[src/rtl/pad_guard_pkg.sv]
package pad_guard_pkg;

  localparam int unsigned NUM_LINES = 2;
  localparam int unsigned IDX_SCL   = 0;
  localparam int unsigned IDX_SDA   = 1;

  // Control word bit positions; software decodes these.
  localparam int unsigned CW_SCL_LVL = 0;
  localparam int unsigned CW_SDA_LVL = 1;
  localparam int unsigned CW_SCL_FRC = 2;
  localparam int unsigned CW_SDA_FRC = 3;
  localparam int unsigned CW_BITS    = 4;

  typedef enum logic {
    SEL_CTL = 1'b0,
    SEL_LEN = 1'b1
  } reg_sel_e;

endpackage

[src/rtl/pg_sync2.sv]
module pg_sync2 #(
  parameter logic RST_VAL = 1'b1
) (
  input  logic clk,
  input  logic rst_n,
  input  logic d_i,
  output logic q_o
);

  logic meta_q, meta_n;
  logic stab_q, stab_n;

  always_comb begin
    meta_n = d_i;
    stab_n = meta_q;
  end

  always_ff @(posedge clk or negedge rst_n) begin
    if (!rst_n) begin
      meta_q <= RST_VAL;
      stab_q <= RST_VAL;
    end else begin
      meta_q <= meta_n;
      stab_q <= stab_n;
    end
  end

  assign q_o = stab_q;

endmodule

[src/rtl/pg_spike_filter.sv]
module pg_spike_filter #(
  parameter int unsigned LEN_W = 8
) (
  input  logic             clk,
  input  logic             rst_n,
  input  logic             lvl_i,
  input  logic [LEN_W-1:0] len_i,
  output logic             lvl_o
);

  localparam int unsigned CMP_W = LEN_W + 1;

  logic             held_q, held_n;
  logic [LEN_W-1:0] run_q, run_n;
  logic [CMP_W-1:0] run_inc;
  logic             bypass;
  logic             upd_en;

  assign bypass  = (len_i == '0);
  assign run_inc = CMP_W'(run_q) + CMP_W'(1);

  always_comb begin
    held_n = held_q;
    run_n  = run_q;
    if (bypass) begin
      held_n = lvl_i;
      run_n  = '0;
    end else if (lvl_i != held_q) begin
      if (run_inc >= CMP_W'(len_i)) begin
        held_n = lvl_i;
        run_n  = '0;
      end else begin
        run_n  = run_inc[LEN_W-1:0];
      end
    end else begin
      run_n = '0;
    end
  end

  assign upd_en = (held_n != held_q) || (run_n != run_q);

  always_ff @(posedge clk or negedge rst_n) begin
    if (!rst_n) begin
      held_q <= 1'b1;
      run_q  <= '0;
    end else if (upd_en) begin
      held_q <= held_n;
      run_q  <= run_n;
    end
  end

  assign lvl_o = bypass ? lvl_i : held_q;

endmodule

[src/rtl/pg_ctl_regs.sv]
module pg_ctl_regs
  import pad_guard_pkg::*;
#(
  parameter int unsigned REG_W   = 16,
  parameter int unsigned LEN_W   = 8,
  parameter int unsigned LEN_RST = 3
) (
  input  logic                 clk,
  input  logic                 rst_n,
  input  logic                 wr_i,
  input  logic                 sel_i,
  input  logic [REG_W-1:0]     wdata_i,
  input  logic [REG_W-1:0]     wmask_i,
  input  logic [NUM_LINES-1:0] lvl_i,
  output logic [NUM_LINES-1:0] frc_o,
  output logic [LEN_W-1:0]     len_o,
  output logic [REG_W-1:0]     rdata_o
);

  logic [NUM_LINES-1:0] frc_q, frc_n;
  logic [LEN_W-1:0]     len_q, len_n;
  logic [REG_W-1:0]     ctl_view, len_view;
  logic [REG_W-1:0]     ctl_merge, len_merge;
  logic                 ctl_en, len_en;
  logic                 unused_merge_hi;

  assign ctl_view = REG_W'({frc_q[IDX_SDA], frc_q[IDX_SCL], lvl_i[IDX_SDA], lvl_i[IDX_SCL]});
  assign len_view = REG_W'(len_q);

  assign ctl_merge = (ctl_view & ~wmask_i) | (wdata_i & wmask_i);
  assign len_merge = (len_view & ~wmask_i) | (wdata_i & wmask_i);

  assign unused_merge_hi = ^{ctl_merge[CW_SDA_LVL:0], ctl_merge[REG_W-1:CW_BITS],
                             len_merge};

  assign ctl_en = wr_i && (reg_sel_e'(sel_i) == SEL_CTL);
  assign len_en = wr_i && (reg_sel_e'(sel_i) == SEL_LEN);

  always_comb begin
    frc_n = frc_q;
    len_n = len_q;
    if (ctl_en) begin
      frc_n[IDX_SCL] = ctl_merge[CW_SCL_FRC];
      frc_n[IDX_SDA] = ctl_merge[CW_SDA_FRC];
    end
    if (len_en) begin
      len_n = len_merge[LEN_W-1:0];
    end
  end

  always_ff @(posedge clk or negedge rst_n) begin
    if (!rst_n) begin
      frc_q <= '0;
    end else if (ctl_en) begin
      frc_q <= frc_n;
    end
  end

  always_ff @(posedge clk or negedge rst_n) begin
    if (!rst_n) begin
      len_q <= LEN_W'(LEN_RST);
    end else if (len_en) begin
      len_q <= len_n;
    end
  end

  assign frc_o   = frc_q;
  assign len_o   = len_q;
  assign rdata_o = (reg_sel_e'(sel_i) == SEL_LEN) ? len_view : ctl_view;

endmodule

[src/rtl/i2c_pad_guard.sv]
module i2c_pad_guard
  import pad_guard_pkg::*;
#(
  parameter int unsigned REG_W   = 16,
  parameter int unsigned LEN_W   = 8,
  parameter int unsigned LEN_RST = 3
) (
  input  logic             clk,
  input  logic             rst_n,
  input  logic             scl_pad_i,
  input  logic             sda_pad_i,
  input  logic             eng_scl_low,
  input  logic             eng_sda_low,
  input  logic             reg_wr,
  input  logic             reg_addr,
  input  logic [REG_W-1:0] reg_wdata,
  input  logic [REG_W-1:0] reg_wmask,
  output logic [REG_W-1:0] reg_rdata,
  output logic             scl_level,
  output logic             sda_level,
  output logic             scl_oe,
  output logic             sda_oe
);

  // Reset: asserted asynchronously, released after two clock edges.
  logic rst_meta_q, rst_core_n;

  always_ff @(posedge clk or negedge rst_n) begin
    if (!rst_n) begin
      rst_meta_q <= 1'b0;
      rst_core_n <= 1'b0;
    end else begin
      rst_meta_q <= 1'b1;
      rst_core_n <= rst_meta_q;
    end
  end

  logic [NUM_LINES-1:0] pad_vec, sync_vec, filt_vec, eng_vec, frc_vec, oe_vec;
  logic [LEN_W-1:0]     len_q;

  assign pad_vec[IDX_SCL] = scl_pad_i;
  assign pad_vec[IDX_SDA] = sda_pad_i;
  assign eng_vec[IDX_SCL] = eng_scl_low;
  assign eng_vec[IDX_SDA] = eng_sda_low;

  for (genvar g = 0; g < NUM_LINES; g++) begin : g_line
    pg_sync2 #(
      .RST_VAL (1'b1)
    ) u_sync (
      .clk   (clk),
      .rst_n (rst_core_n),
      .d_i   (pad_vec[g]),
      .q_o   (sync_vec[g])
    );

    pg_spike_filter #(
      .LEN_W (LEN_W)
    ) u_filt (
      .clk   (clk),
      .rst_n (rst_core_n),
      .lvl_i (sync_vec[g]),
      .len_i (len_q),
      .lvl_o (filt_vec[g])
    );

    assign oe_vec[g] = eng_vec[g] | frc_vec[g];
  end

  pg_ctl_regs #(
    .REG_W   (REG_W),
    .LEN_W   (LEN_W),
    .LEN_RST (LEN_RST)
  ) u_regs (
    .clk     (clk),
    .rst_n   (rst_core_n),
    .wr_i    (reg_wr),
    .sel_i   (reg_addr),
    .wdata_i (reg_wdata),
    .wmask_i (reg_wmask),
    .lvl_i   (filt_vec),
    .frc_o   (frc_vec),
    .len_o   (len_q),
    .rdata_o (reg_rdata)
  );

  assign scl_level = filt_vec[IDX_SCL];
  assign sda_level = filt_vec[IDX_SDA];
  assign scl_oe    = oe_vec[IDX_SCL];
  assign sda_oe    = oe_vec[IDX_SDA];

endmodule

[config.mk]
export PLATFORM = sky130hd
export DESIGN_NAME = i2c_pad_guard
export DESIGN_NICKNAME = d
export VERILOG_FILES = /design/src/rtl/pad_guard_pkg.sv /design/src/rtl/pg_sync2.sv /design/src/rtl/pg_spike_filter.sv /design/src/rtl/pg_ctl_regs.sv /design/src/rtl/i2c_pad_guard.sv
export SDC_FILE = /design/constraint.sdc
export NUM_CORES = 1
export LEC_CHECK = 0
export BUFFER_PORTS_ARGS = -buffer_cell sky130_fd_sc_hd__buf_2
export CAP_MARGIN = 20
export CORE_MARGIN = 2
export CORE_UTILIZATION = 57
export CTS_BUF_LIST = sky130_fd_sc_hd__clkbuf_8
export DETAILED_ROUTE_END_ITERATION = 8
export PLACE_DENSITY = 0.87
export RECOVER_POWER = 25
export SETUP_SLACK_MARGIN = 0.3
export SLEW_MARGIN = 40
export SYNTH_ARGS = -nofsm -noshare
export SYNTH_HDL_FRONTEND = slang
export SYNTH_SLANG_ARGS = --single-unit
export TNS_END_PERCENT = 1
[constraint.sdc]
create_clock -name clk -period 2.4 [get_ports clk]
set_clock_uncertainty 0.15 [all_clocks]
set_input_delay 0.12 -clock clk [delete_from_list [all_inputs] [get_ports clk]]
set_output_delay 0.12 -clock clk [all_outputs]
set_load 0.03 [all_outputs]
==> results of run 1 <==
[kinds of logic (layout without fill, tap and decap cells)]
kind of cell / Yosys count / count (layout) / share of synthesized area
muxes: 17 / 17 / 0.0962
adders and majority gates: 18 / 18 / 0.113
DFF: 34 / 34 / 0.432
and+or+nand+nor: 73 / 73 / 0.197
xor gates and xnor gates: 14 / 14 / 0.0616
other: 2 / 9 / 0.00377
AOI/OAI and AO/OA: 12 / 12 / 0.0371
buffers and inverters: 21 / 90 / 0.0585
[repair_timing]
item,in CTS,in global routing
setup buffers,1,4
pin swaps,9,15
hold endpoints to repair,14,0
gates cloned,0,0
hold buffers,12,0
resized for setup,19,37
endpoints found under the setup margin,22,22
[worst register-to-register path, stage by stage, from the launching register on]
cell,delay (ns)
dfrtp_1,0.42
ha_2,0.23
nand2_2,0.09
nor2_4,0.05
xor2_2,0.18
ha_1,0.38
and4_4,0.23
nand2_2,0.06
a21oi_2,0.05
or4_4,0.54
buf_12,0.17
nor2b_4,0.12
[cell usage after synthesis (7+ instances only)]
master    n
dfstp_2   8
ha_1     18
nand3_1  12
a21oi_1   7
dfrtp_1  26
mux2_2   17
inv_1    10
xor2_1    8
buf_4     8
nand2_1  19
nor2b_1   8
nor2_1    8
[routing by layer]
metal | part of all wire | vias up | GRT usage
met4 | 0.072 | 0 | 0.203
met1 | 0.36 | 953 | 0.390
met5 | 0 | - | 0
li1 | - | 777 | -
met2 | 0.44 | 235 | 0.544
met3 | 0.13 | 69 | 0.0893
[area by class of cell]
class,instances,area (sq um),area share
Multi-Input combinational cell,143,1240,0.441
Tap cell,46,57.6,0.0205
Clock inverter,2,8.76,0.00312
Timing Repair Buffer,72,520,0.186
Inverter,10,37.5,0.0134
Clock buffer,6,82.6,0.0294
Sequential cell,34,862,0.307
[where the power goes]
| group | leakage (nW) | total (mW) | internal, mW | switching, mW |
|---|---|---|---|---|
| combinational | 0.896 | 1.16 | 0.499 | 0.657 |
| sequential | 0.420 | 0.804 | 0.686 | 0.118 |
| clock | 0.0524 | 0.459 | 0.228 | 0.231 |
| total | 1.37 | 2.42 | 1.41 | 1.01 |
[final timing paths]
check | start | endpoint | slack [ns] | cells past startpoint
hold / removal | reg_wmask[4] | register | 0.02 | 3
min in group asynchronous | rst_n | rst_meta_q | 0.61 | 3
max in group asynchronous | rst_core_n | async pin | 0.32 | 1
setup reg to reg | g_line[1].u_filt.run_q[0] | g_line[1].u_filt.run_q[4] | -0.34 | 11
hold reg to reg | rst_meta_q | rst_core_n | 0.20 | 0
setup / recovery | g_line[1].u_filt.run_q[0] | g_line[1].u_filt.run_q[4] | -0.34 | 11
==> flow_summary.ini, run 1 <==
[die]
initial_core_util = 0.597
die_w_um = 63.1
coreArea_sq_um = 3340
num_io_pins = 60
dieArea_sq_um = 3980
die_y_um = 63.1
rows = 21

[final_layout]
drive_gt1_frac = 0.487
layout_commonest_cell = buf_2
diodes = 0
fill_cells = 151
final_cell_mix = 31 x buf_2, 25 x dfrtp_1, 22 x buf_4
fin_cells = 313
utilization = 0.841
nNetsFinal = 324
area_growth_pct = 40.9
final_area_sq_um = 2810

[placement]
gp_congestion = 0.787
io_buffers = 35
place_ws_ns = -0.223
hpwl_um = 3360
place_area_sq_um = 2330
dp_cells = 288

[timing]
tns_ns = -4.66
rsz0062_at_grt = yes
drv_slew = 33
setup_violations = 19
timing.fmax_mhz = 365
post-route-period-util = 1.14
fin_crit_ns = 2.74
slew_headroom = -0.162
setup_ws_ns = -0.340
hold_viol = 0
worst-slew-pin-transition_ns = 1.74
whs_ns = 0.0171

[pwr]
p_per_area_nw_per_um2 = 862
finalPower_mw = 2.42
ir_worst_vdd_mv = 0.606
p_leak_nw = 1.37

[clock_network]
path_clk_slew_ns = 0.08
clockRootBuffer = clkbuf_8
cts_tree = done
clkSinkCount = 34
clkLatencyLatePin_ns = 0.30
clock_path_buffers = 2
numCtsBuffers = 5
htreeDepth = 2

[logic_synthesis]
synthCells = 191
seq_area_frac_synth = 0.432
async_flop_share = 1.00
synth_area_per_cell_sq_um = 10.4
synthFlopType = dfrtp_1
synth.distinct_cells = 32
synth_edf_count = 0
syn_area_sq_um = 1990
synth_top_area_frac = 0.327
synth_top_cell_by_area = dfrtp_1
synth_area_leaders = dfrtp_1 33%, ha_1 11%, dfstp_2 11%
yosys_warnings = 0
synth_seq_cells = 34

[setup_path]
critical-path-top-delay-family = simple AND/OR/NAND/NOR gates
cp.arrival_ns = 2.82
critical_path_class = reg -> reg
path_max_fanout = 8
slowest_stage = or4_4
critical_path_buf_inv_count = 1
cp_cell_sequence = ha_2 > nand2_2 > nor2_4 > xor2_2 > ha_1 > and4_4 > nand2_2 > a21oi_2 > or4_4 > buf_12 > nor2b_4
crit_path_start_kind = register
worstPathRequired_ns = 2.48
critical_path.max_stage_delay_ns = 0.54
path_common_cell = nand2_2
end_kind = register

[status]
violations = capacitance limit, slew limit, setup timing
outcome = finished, violations left

[grt]
grt_first_pass_wirelength_um = 9800
grt_max_degree = 33
antenna_found_initial = 0
overflow = 0
grt_pass1_vias = 1941
globalRouteTotalUtil = 0.333

[detailed_routing]
firstDrtPassIters = 7
wl_per_cell_um = 24.8
final_antenna_net_count = 0
vias = 2034
drtIter0Drc = 187
viasPerCell = 6.50
drc_errors = 0
drt_wl_total_um = 7750

[hold_path]
hold_path_class = in -> reg

[flow_run]
drv_cap = 1
Note: power is estimated with default switching activity, not from simulation.
==> run 2: changes to the inputs <==
- CORE_MARGIN: 2 -> 3
==> flow_summary.ini, run 2 (synthesized netlist as in run 1, its figures left out) <==
[status]
outcome = finished, violations left
violations = capacitance limit, slew limit, setup timing

[flow_run]
drv_cap = 1

[hold_path]
min_from = reg_wmask[1]
hold_path_class = in -> reg
min_path_cells = 3

[final_layout]
seqCellArea_sq_um = 863
layout_commonest_cell = buf_2
multi_input_comb_area_sq_um = 1220
drive_gt1_frac = 0.487
area_growth_pct = 41.9
nNetsFinal = 332
final_cell_mix = 32 x buf_2, 31 x buf_4, 24 x dfrtp_1
diodes = 0
fin_cells = 319
fill_cells = 125

[grt]
globalRouteTotalUtil = 0.350
grt_pass1_vias = 2048
overflow = 0
grt_max_degree = 33
grt_first_pass_wirelength_um = 10700
antenna_found_initial = 0

[clock_network]
clock_path_buffers = 2
clkSinkCount = 34
path_clk_slew_ns = 0.07
clkLatencyLatePin_ns = 0.29
htreeDepth = 2
numCtsBuffers = 5
cts_tree = done
clockRootBuffer = clkbuf_8

[detailed_routing]
wl_per_cell_um = 23.4
viasPerCell = 6.23
drc_errors = 0
drt_wl_total_um = 7470
vias = 1987
final_antenna_net_count = 0
drtIter0Drc = 210
firstDrtPassIters = 5

[setup_path]
path_common_cell = nand2_1
worstPathRequired_ns = 2.46
reg2regPathDepth = 11
reg2reg_slack_ns = -0.43
slowest_stage = or4_1
cp.arrival_ns = 2.89
critical_path.max_stage_delay_ns = 0.55
r2r-end = g_line[1].u_filt.run_q[3]
critical_path_buf_inv_count = 1
critical_path_class = reg -> reg
path_max_fanout = 8
critical-path-top-delay-family = simple AND/OR/NAND/NOR gates
crit_path_start_kind = register
reg2reg_from = g_line[1].u_filt.run_q[0]
cp_cell_sequence = ha_2 > nand2_1 > nor2_1 > xor2_1 > ha_1 > and4_4 > nand2_1 > a21oi_1 > or4_1 > buf_6 > nor2b_2
end_kind = register

[pwr]
p_per_area_nw_per_um2 = 819
ir_worst_vdd_mv = 0.664
p_leak_nw = 1.37
finalPower_mw = 2.31

[timing]
post-route-period-util = 1.18
rsz0062_at_grt = yes
slew_headroom = -0.159
setup_ws_ns = -0.426
drv_slew = 33
worst-slew-pin-transition_ns = 1.74
fin_crit_ns = 2.83
setup_violations = 19
hold_viol = 0
timing.fmax_mhz = 354

[die]
rows = 20
die_w_um = 65.1
dieArea_sq_um = 4240
num_io_pins = 60
coreArea_sq_um = 3180
initial_core_util = 0.626
die_y_um = 65.1

[placement]
hpwl_um = 3240
gp_congestion = 0.827
io_buffers = 35
dp_cells = 292
run 2: worst min-delay path, delay by kind of cell:
family        cells  cell delay, ns
buf+inv           1            0.10
mux               1            0.15
simple gates      1            0.05
run 2: final cells by class:
cell class              count  share of cell area
clock inverters             2             0.00310
multi-input cells         143               0.431
inverters                  10              0.0133
well taps                  44              0.0195
repair buffers             80               0.198
flip-flops and latches     34               0.306
clock buffers               6              0.0292
run 2: report_power, final:
part	switching, mW	internal (mW)
Sequential	0.116	0.687
Combinational	0.620	0.455
Clock	0.208	0.227
run 2: worst max-delay path by stage:
stage	start	end	cells past startpoint
finish	g_line[1].u_filt.run_q[0]	g_line[1].u_filt.run_q[3]	11
floorplan	g_line[1].u_filt.run_q[0]	g_line[1].u_filt.run_q[3]	11
detailed placement	g_line[0].u_filt.run_q[0]	g_line[0].u_filt.run_q[5]	11
global route	g_line[1].u_filt.run_q[0]	g_line[1].u_filt.run_q[3]	11
global placement	g_line[0].u_filt.run_q[0]	g_line[0].u_filt.run_q[5]	11
CTS	g_line[1].u_filt.run_q[0]	g_line[1].u_filt.run_q[6]	11
run 2: what timing repair did:
item                       in CTS  in global routing
hold buffers                   13                  0
pin swaps                      13                 10
setup endpoints to repair      22                 22
hold endpoints to repair       14                  0
buffers inserted                4                  2
gates resized for setup        20                 19
run 2: routing by layer:
layer / up-vias / track usage / routed length, um
li1: 789 / - / -
met2: 199 / 0.548 / 3330
met4: 0 / 0.231 / 610
met3: 58 / 0.0855 / 850
met1: 941 / 0.431 / 2680
met5: - / 0 / 0
run 2: stage by stage:
stage	utilization	hold WS, ns	worst slack, ns	setup TNS [ns]	instance area [sq um]
floorplan	-	-0.326	-0.0186	-0.126	2030
global placement	0.747	-0.245	-0.130	-1.77	2370
detailed placement	0.747	-0.244	-0.244	-3.44	2370
CTS	0.858	0.00229	-0.214	-2.97	2730
global route	0.889	0.0230	-0.491	-7.39	2830
finish	0.889	0.0202	-0.426	-6.09	2830
